**config.mk**
```make
export PLATFORM = sky130hd
export DESIGN_NAME = sctl_port
export DESIGN_NICKNAME = d
export VERILOG_FILES = /design/src/rtl/sctl_pkg.sv /design/src/rtl/sctl_sync.sv /design/src/rtl/sctl_frame_rx.sv /design/src/rtl/sctl_regs.sv /design/src/rtl/sctl_port.sv
export SDC_FILE = /design/constraint.sdc
export NUM_CORES = 1
export LEC_CHECK = 0
export ABC_AREA = 1
export BUFFER_PORTS_ARGS = -buffer_cell sky130_fd_sc_hd__buf_2
export CORE_UTILIZATION = 55
export DETAILED_ROUTE_END_ITERATION = 7
export PLACE_DENSITY = 0.81
export RECOVER_POWER = 25
export SLEW_MARGIN = 20
export SYNTH_ARGS = -nofsm -noshare
export SYNTH_HDL_FRONTEND = slang
export SYNTH_SLANG_ARGS = --single-unit
```
**constraint.sdc**
```tcl
create_clock -name clk -period 1.9 [get_ports clk]
set_input_delay 0.285 -clock clk [delete_from_list [all_inputs] [get_ports clk]]
set_output_delay 0.285 -clock clk [all_outputs]
set_load 0.02 [all_outputs]
```
**src/rtl/sctl_pkg.sv**
```systemverilog
`timescale 1ns/1ps
package sctl_pkg;
    localparam int FRAME_BITS = 12;
    localparam int ADDR_BITS  = 2;
    localparam int DATA_BITS  = FRAME_BITS - ADDR_BITS;
    localparam int GAIN_BITS  = 9;
    localparam int AUX_BITS   = 8;
    localparam int CLAMP_BITS = 7;
    localparam int POL_BITS   = 7;

    typedef enum logic [1:0] {
        ST_IDLE  = 2'd0,
        ST_SHIFT = 2'd1,
        ST_OVER  = 2'd2,
        ST_LOAD  = 2'd3
    } rx_state_t;

    typedef enum logic [1:0] {
        SEL_GAIN  = 2'b00,
        SEL_AUX   = 2'b01,
        SEL_CLAMP = 2'b10,
        SEL_POL   = 2'b11
    } reg_sel_t;
endpackage

```
**src/rtl/sctl_sync.sv**
```systemverilog
`timescale 1ns/1ps
module sctl_sync #(
    parameter int               WIDTH   = 1,
    parameter int               STAGES  = 2,
    parameter logic [WIDTH-1:0] RST_VAL = '0
) (
    input  logic             clk,
    input  logic             rst_n,
    input  logic [WIDTH-1:0] d_in,
    output logic [WIDTH-1:0] d_out
);
    logic [STAGES-1:0][WIDTH-1:0] stg;

    always_ff @(posedge clk or negedge rst_n) begin
        if (!rst_n) stg <= {STAGES{RST_VAL}};
        else        stg <= {stg[STAGES-2:0], d_in};
    end

    assign d_out = stg[STAGES-1];
endmodule

```
**src/rtl/sctl_frame_rx.sv**
```systemverilog
`timescale 1ns/1ps
module sctl_frame_rx
    import sctl_pkg::*;
#(
    parameter int FRAME_W = FRAME_BITS
) (
    input  logic               clk,
    input  logic               rst_n,
    input  logic               sclk_s,
    input  logic               sdat_s,
    input  logic               sel_n_s,
    output logic               load_o,
    output logic [FRAME_W-1:0] word_o
);
    localparam int CNT_W = $clog2(FRAME_W + 1);
    localparam logic [CNT_W-1:0] FULL = CNT_W'(FRAME_W);

    rx_state_t          state, nxt;
    logic               sclk_q;
    logic [CNT_W-1:0]   cnt;
    logic [FRAME_W-1:0] shreg;
    logic               rise, active;

    assign rise   = sclk_s & ~sclk_q;
    assign active = ~sel_n_s;

    always_comb begin
        nxt = state;
        unique case (state)
            ST_IDLE:  if (active) nxt = ST_SHIFT;
            ST_SHIFT: begin
                if (!active)                nxt = (cnt == FULL) ? ST_LOAD : ST_IDLE;
                else if (rise && cnt == FULL) nxt = ST_OVER;
            end
            ST_OVER:  if (!active) nxt = ST_IDLE;
            ST_LOAD:  nxt = ST_IDLE;
            default:  nxt = ST_IDLE;
        endcase
    end

    always_ff @(posedge clk or negedge rst_n) begin
        if (!rst_n) state <= ST_IDLE;
        else        state <= nxt;
    end

    always_ff @(posedge clk or negedge rst_n) begin
        if (!rst_n) begin
            sclk_q <= 1'b0;
            cnt    <= '0;
            shreg  <= '0;
        end else begin
            sclk_q <= sclk_s;
            if (state == ST_IDLE) begin
                cnt <= '0;
            end else if (state == ST_SHIFT && active && rise && cnt != FULL) begin
                shreg <= {shreg[FRAME_W-2:0], sdat_s};
                cnt   <= cnt + 1'b1;
            end
        end
    end

    always_comb begin
        load_o = (state == ST_LOAD);
        word_o = shreg;
    end
endmodule

```
**src/rtl/sctl_regs.sv**
```systemverilog
`timescale 1ns/1ps
module sctl_regs
    import sctl_pkg::*;
#(
    parameter int                GAIN_W   = GAIN_BITS,
    parameter int                AUX_W    = AUX_BITS,
    parameter int                CLAMP_W  = CLAMP_BITS,
    parameter int                POL_W    = POL_BITS,
    parameter int                DATA_W   = DATA_BITS,
    parameter int                SYNC_BIT = 6,
    parameter logic [POL_W-1:0]  POL_MASK = 7'h6F
) (
    input  logic               clk,
    input  logic               rst_n,
    input  logic               load,
    input  logic [1:0]         addr,
    input  logic [DATA_W-1:0]  data,
    input  logic               vs_s,
    output logic [GAIN_W-1:0]  gain_o,
    output logic [AUX_W-1:0]   aux_o,
    output logic [CLAMP_W-1:0] clamp_o,
    output logic [POL_W-1:0]   pol_o,
    output logic               vs_evt_o
);
    logic [GAIN_W-1:0] gain_pend;
    logic              vs_q;
    logic              gain_now;

    assign gain_now = load && (reg_sel_t'(addr) == SEL_GAIN);

    always_ff @(posedge clk or negedge rst_n) begin
        if (!rst_n) begin
            vs_q     <= 1'b0;
            vs_evt_o <= 1'b0;
        end else begin
            vs_q     <= vs_s;
            vs_evt_o <= pol_o[SYNC_BIT] ? (vs_q & ~vs_s) : (~vs_q & vs_s);
        end
    end

    always_ff @(posedge clk or negedge rst_n) begin
        if (!rst_n) begin
            gain_pend <= '0;
            aux_o     <= '0;
            clamp_o   <= '0;
            pol_o     <= '0;
        end else if (load) begin
            unique case (reg_sel_t'(addr))
                SEL_GAIN:  gain_pend <= data[GAIN_W-1:0];
                SEL_AUX:   aux_o     <= data[AUX_W-1:0];
                SEL_CLAMP: clamp_o   <= data[CLAMP_W-1:0];
                SEL_POL:   pol_o     <= data[POL_W-1:0] & POL_MASK;
                default:   ;
            endcase
        end
    end

    always_ff @(posedge clk or negedge rst_n) begin
        if (!rst_n)        gain_o <= '0;
        else if (vs_evt_o) gain_o <= gain_now ? data[GAIN_W-1:0] : gain_pend;
    end
endmodule

```
**src/rtl/sctl_port.sv**
```systemverilog
`timescale 1ns/1ps
module sctl_port
    import sctl_pkg::*;
(
    input  logic                  clk,
    input  logic                  rst_n,
    input  logic                  ctl_sclk,
    input  logic                  ctl_sdata,
    input  logic                  ctl_sel_n,
    input  logic                  vsync_in,
    output logic [GAIN_BITS-1:0]  gain_code,
    output logic [AUX_BITS-1:0]   aux_code,
    output logic [CLAMP_BITS-1:0] clamp_code,
    output logic [POL_BITS-1:0]   pol_flags
);
    logic [3:0]            sync_q;
    logic                  load_pulse;
    logic                  vs_evt;
    logic [FRAME_BITS-1:0] word;

    sctl_sync #(.WIDTH(4), .STAGES(2), .RST_VAL(4'b0100)) u_sync (
        .clk   (clk),
        .rst_n (rst_n),
        .d_in  ({vsync_in, ctl_sel_n, ctl_sdata, ctl_sclk}),
        .d_out (sync_q)
    );

    sctl_frame_rx #(.FRAME_W(FRAME_BITS)) u_rx (
        .clk     (clk),
        .rst_n   (rst_n),
        .sclk_s  (sync_q[0]),
        .sdat_s  (sync_q[1]),
        .sel_n_s (sync_q[2]),
        .load_o  (load_pulse),
        .word_o  (word)
    );

    sctl_regs u_regs (
        .clk      (clk),
        .rst_n    (rst_n),
        .load     (load_pulse),
        .addr     (word[FRAME_BITS-1 -: ADDR_BITS]),
        .data     (word[DATA_BITS-1:0]),
        .vs_s     (sync_q[3]),
        .gain_o   (gain_code),
        .aux_o    (aux_code),
        .clamp_o  (clamp_code),
        .pol_o    (pol_flags),
        .vs_evt_o (vs_evt)
    );
endmodule

```
==> qor.yml <==
timing:
  whs_ps: 36.1
  slew_viol_final: 0
  finalSetupTns_ps: 0
  max_freq_mhz: 597
  fin_worst_skew_ps: 10.3
  hold_viol: 0
  setup_ws_ps: 224
  rsz0062_at_grt: "no"
  period_share_pct: 88.2
  tightest_slew_ps: 995
  max_slew_margin_pct: 33.7
  min_period_ps: 1680
  setup_violations: 0
place:
  portBuffers: 35
  gp_congestion: 0.740
  pre_cts_ws_ps: 230
  post-dp-hpwl_mm: 3.19
  dpl_cell_area_mm2: 0.00286
drt:
  via_per_inst: 5.13
  antenna_left: 0
  route.vias.total: 1904
  wl_mm: 4.79
  drt_iter0_markers: 211
  wl_per_cell_um: 12.9
  dr.pass1.iters: 4
  drc: 0
final_layout:
  ff_latch_area_mm2: 0.00170
  design_area_mm2: 0.00306
  nets: 322
  multi_input_area_um2: 736
  fillCellCount: 341
  area_delta_synth_final_pct: 15.0
  final_layout_size_suffix_gt1_share_pct: 19.7
  antenna_cells: 0
synthesis:
  synth_fp_nets: 282
  yosysMostFrequentCell: "dfrtp_1"
  yosysTopAreaCell: "dfrtp_1"
  syn_area_mm2: 0.00266
  netlist_top_cells_count: "dfrtp_1, nand2_1, inv_1, o21ai_0, nor2_1"
  synthTopCellsByArea: "dfrtp_1, nand2_1, inv_1, o21ai_0, nand3_1"
  synth_edf_count: 0
  ys_ff_latch: 68
  synth_async_sr_flop_share_pct: 100
  syn-instance-count: 274
  yosysTopAreaCellShare_pct: 62.2
  ys_seq_area_share_pct: 64.2
  yosysWarningCount: 0
  ys_types: 26
  syn_avg_cell_area_um2: 9.69
  synthFlopType: "dfrtp_1"
min_path:
  worstHoldPathCells: 1
  min_from: "ctl_sel_n"
  hold_path.class: "in2reg"
  whs_endpoint: "u_sync.stg[2]"
cts:
  clock_latency_ps: 350
  cts_setup_buffers: 0
  cts_root_buf: "clkbuf_8"
  tritoncts: "built"
  cts_inserted_buffers: 9
  cts.htree.levels: 3
  cts.sinks: 68
  clkTransAtPathRegs_ps: 70
  cts_buffer_depth: 2
floorplanning:
  rows: 24
  io_pins: 37
  initial_core_util_pct: 59.0
  fp.dieW_um: 71.5
  core_mm2: 0.00450
  die_h_um: 71.5
  fp.dieArea_mm2: 0.00511
setup_path:
  r2r-end: "u_rx.word_o[10]"
  cp_max_fo: 26
  reg2reg_from: "u_rx.cnt[0]"
  startpoint: "u_rx.cnt[0]"
  critPathLaunchType: "flip-flop"
  critPathKind: "reg2reg"
  cp.required_ps: 2100
  end_kind: "flip-flop"
  arrival_ps: 1880
  rrSetupSlack_ps: 220
  reg2reg_depth: 6
power_and_ir_drop:
  p_per_area_mw_per_mm2: 1230
  vdd_drop_max_mv: 0.687
  p_leak_uw: 0.00160
run_status:
  status: "complete, no violations"
grt:
  antenna_found_initial: 0
  grt_pass1_vias: 1761
  track_usage_pct: 21.0
  grt_pass1_wl_mm: 8.00
  grt_max_degree: 51
  gr-total-overflow: 0
flow_run:
  maxCapViolCount: 0
==> sequential cells by signal, indices dropped and copies added (netlist names) <==
name / flops
u_regs.vs_q: 1
u_rx.cnt: 4
u_rx.word_o: 12
u_rx.state: 2
u_regs.pol_o: 6
u_sync.d_out: 4
u_regs.clamp_o: 7
u_sync.stg: 4
u_regs.gain_o: 9
u_regs.aux_o: 8
u_regs.vs_evt_o: 1
u_rx.sclk_q: 1
u_regs.gain_pend: 9
==> layout by cell type (no fill, tap or decap), drive strengths merged <==
master,instances
xnor2,1
ha,2
nand2,65
nand3,19
a21oi,16
dfrtp,66
o21ai,30
bufinv,1
dlygate4sd3,1
buf,36
conb,1
nor3,1
clkinvlp,2
xor2,1
clkinv,3
dfstp,2
nor2,21
o21a,1
clkbuf,11
inv,39
==> stage by stage <==
step	util (%)	power, µW	std cells
floorplan	-	2350	274
global route	67.8	3940	371
finish	67.8	3750	371
global placement	63.5	2560	354
CTS	68.2	3770	371
detailed placement	63.5	2590	354
==> where the power goes <==
| group | total (µW) | switching (µW) | internal (µW) |
|---|---|---|---|
| Clock | 1180 | 545 | 638 |
| Sequential | 1820 | 126 | 1700 |
| Combinational | 747 | 523 | 224 |
| Total | 3750 | 1190 | 2560 |
==> timing repair <==
| item | in CTS | in global routing |
|---|---|---|
| resized for setup | 0 | 0 |
| endpoints found under the hold margin | 16 | 0 |
| hold buffers | 1 | 0 |
==> critical path: stages (launching register included) <==
cell and delay, ps:
dfrtp_1 400, inv_1 80, ha_1 190, nand3_1 160
nand2_1 120, nor2_4 410, o21ai_0 160
==> layout make-up <==
class	instances	share of cell area (%)
Sequential cell	68	55.8
Multi-Input combinational cell	158	24.1
Timing Repair Buffer	38	6.63
Inverter	39	4.79
Clock buffer	10	4.50
Tap cell	52	2.13
Clock inverter	6	2.09
==> kinds of logic (layout without fill, tap and decap cells) <==
kind of cell	Yosys count	in the layout	synth area share, %
buffers and inverters	48	93	7.96
DFF	68	68	64.2
xor gates and xnor gates	2	2	0.660
adders and majority gates	2	2	0.942
and+or+nand+nor	106	106	17.1
AOI/OAI and AO/OA	47	47	9.09
other	1	1	0.141
==> layer usage <==
layer | GRT usage, % | wire, µm | vias up
met1 | 26.7 | 2190 | 914
met5 | 0 | 0 | -
met4 | 13.7 | 71 | 0
met3 | 4.22 | 274 | 7
li1 | - | - | 930
met2 | 33.1 | 2260 | 53
==> worst max-delay path by stage <==
stage	end	slack, ps	cells past startpoint
after floorplan	u_rx.word_o[5]	570	7
final	u_rx.word_o[10]	220	6
after CTS	u_rx.word_o[10]	220	6
after global routing	u_regs.gain_pend[0]	60	3
after detailed placement	u_rx.word_o[10]	230	6
after global placement	u_rx.word_o[3]	370	6
(Power assumes the default switching activity.)
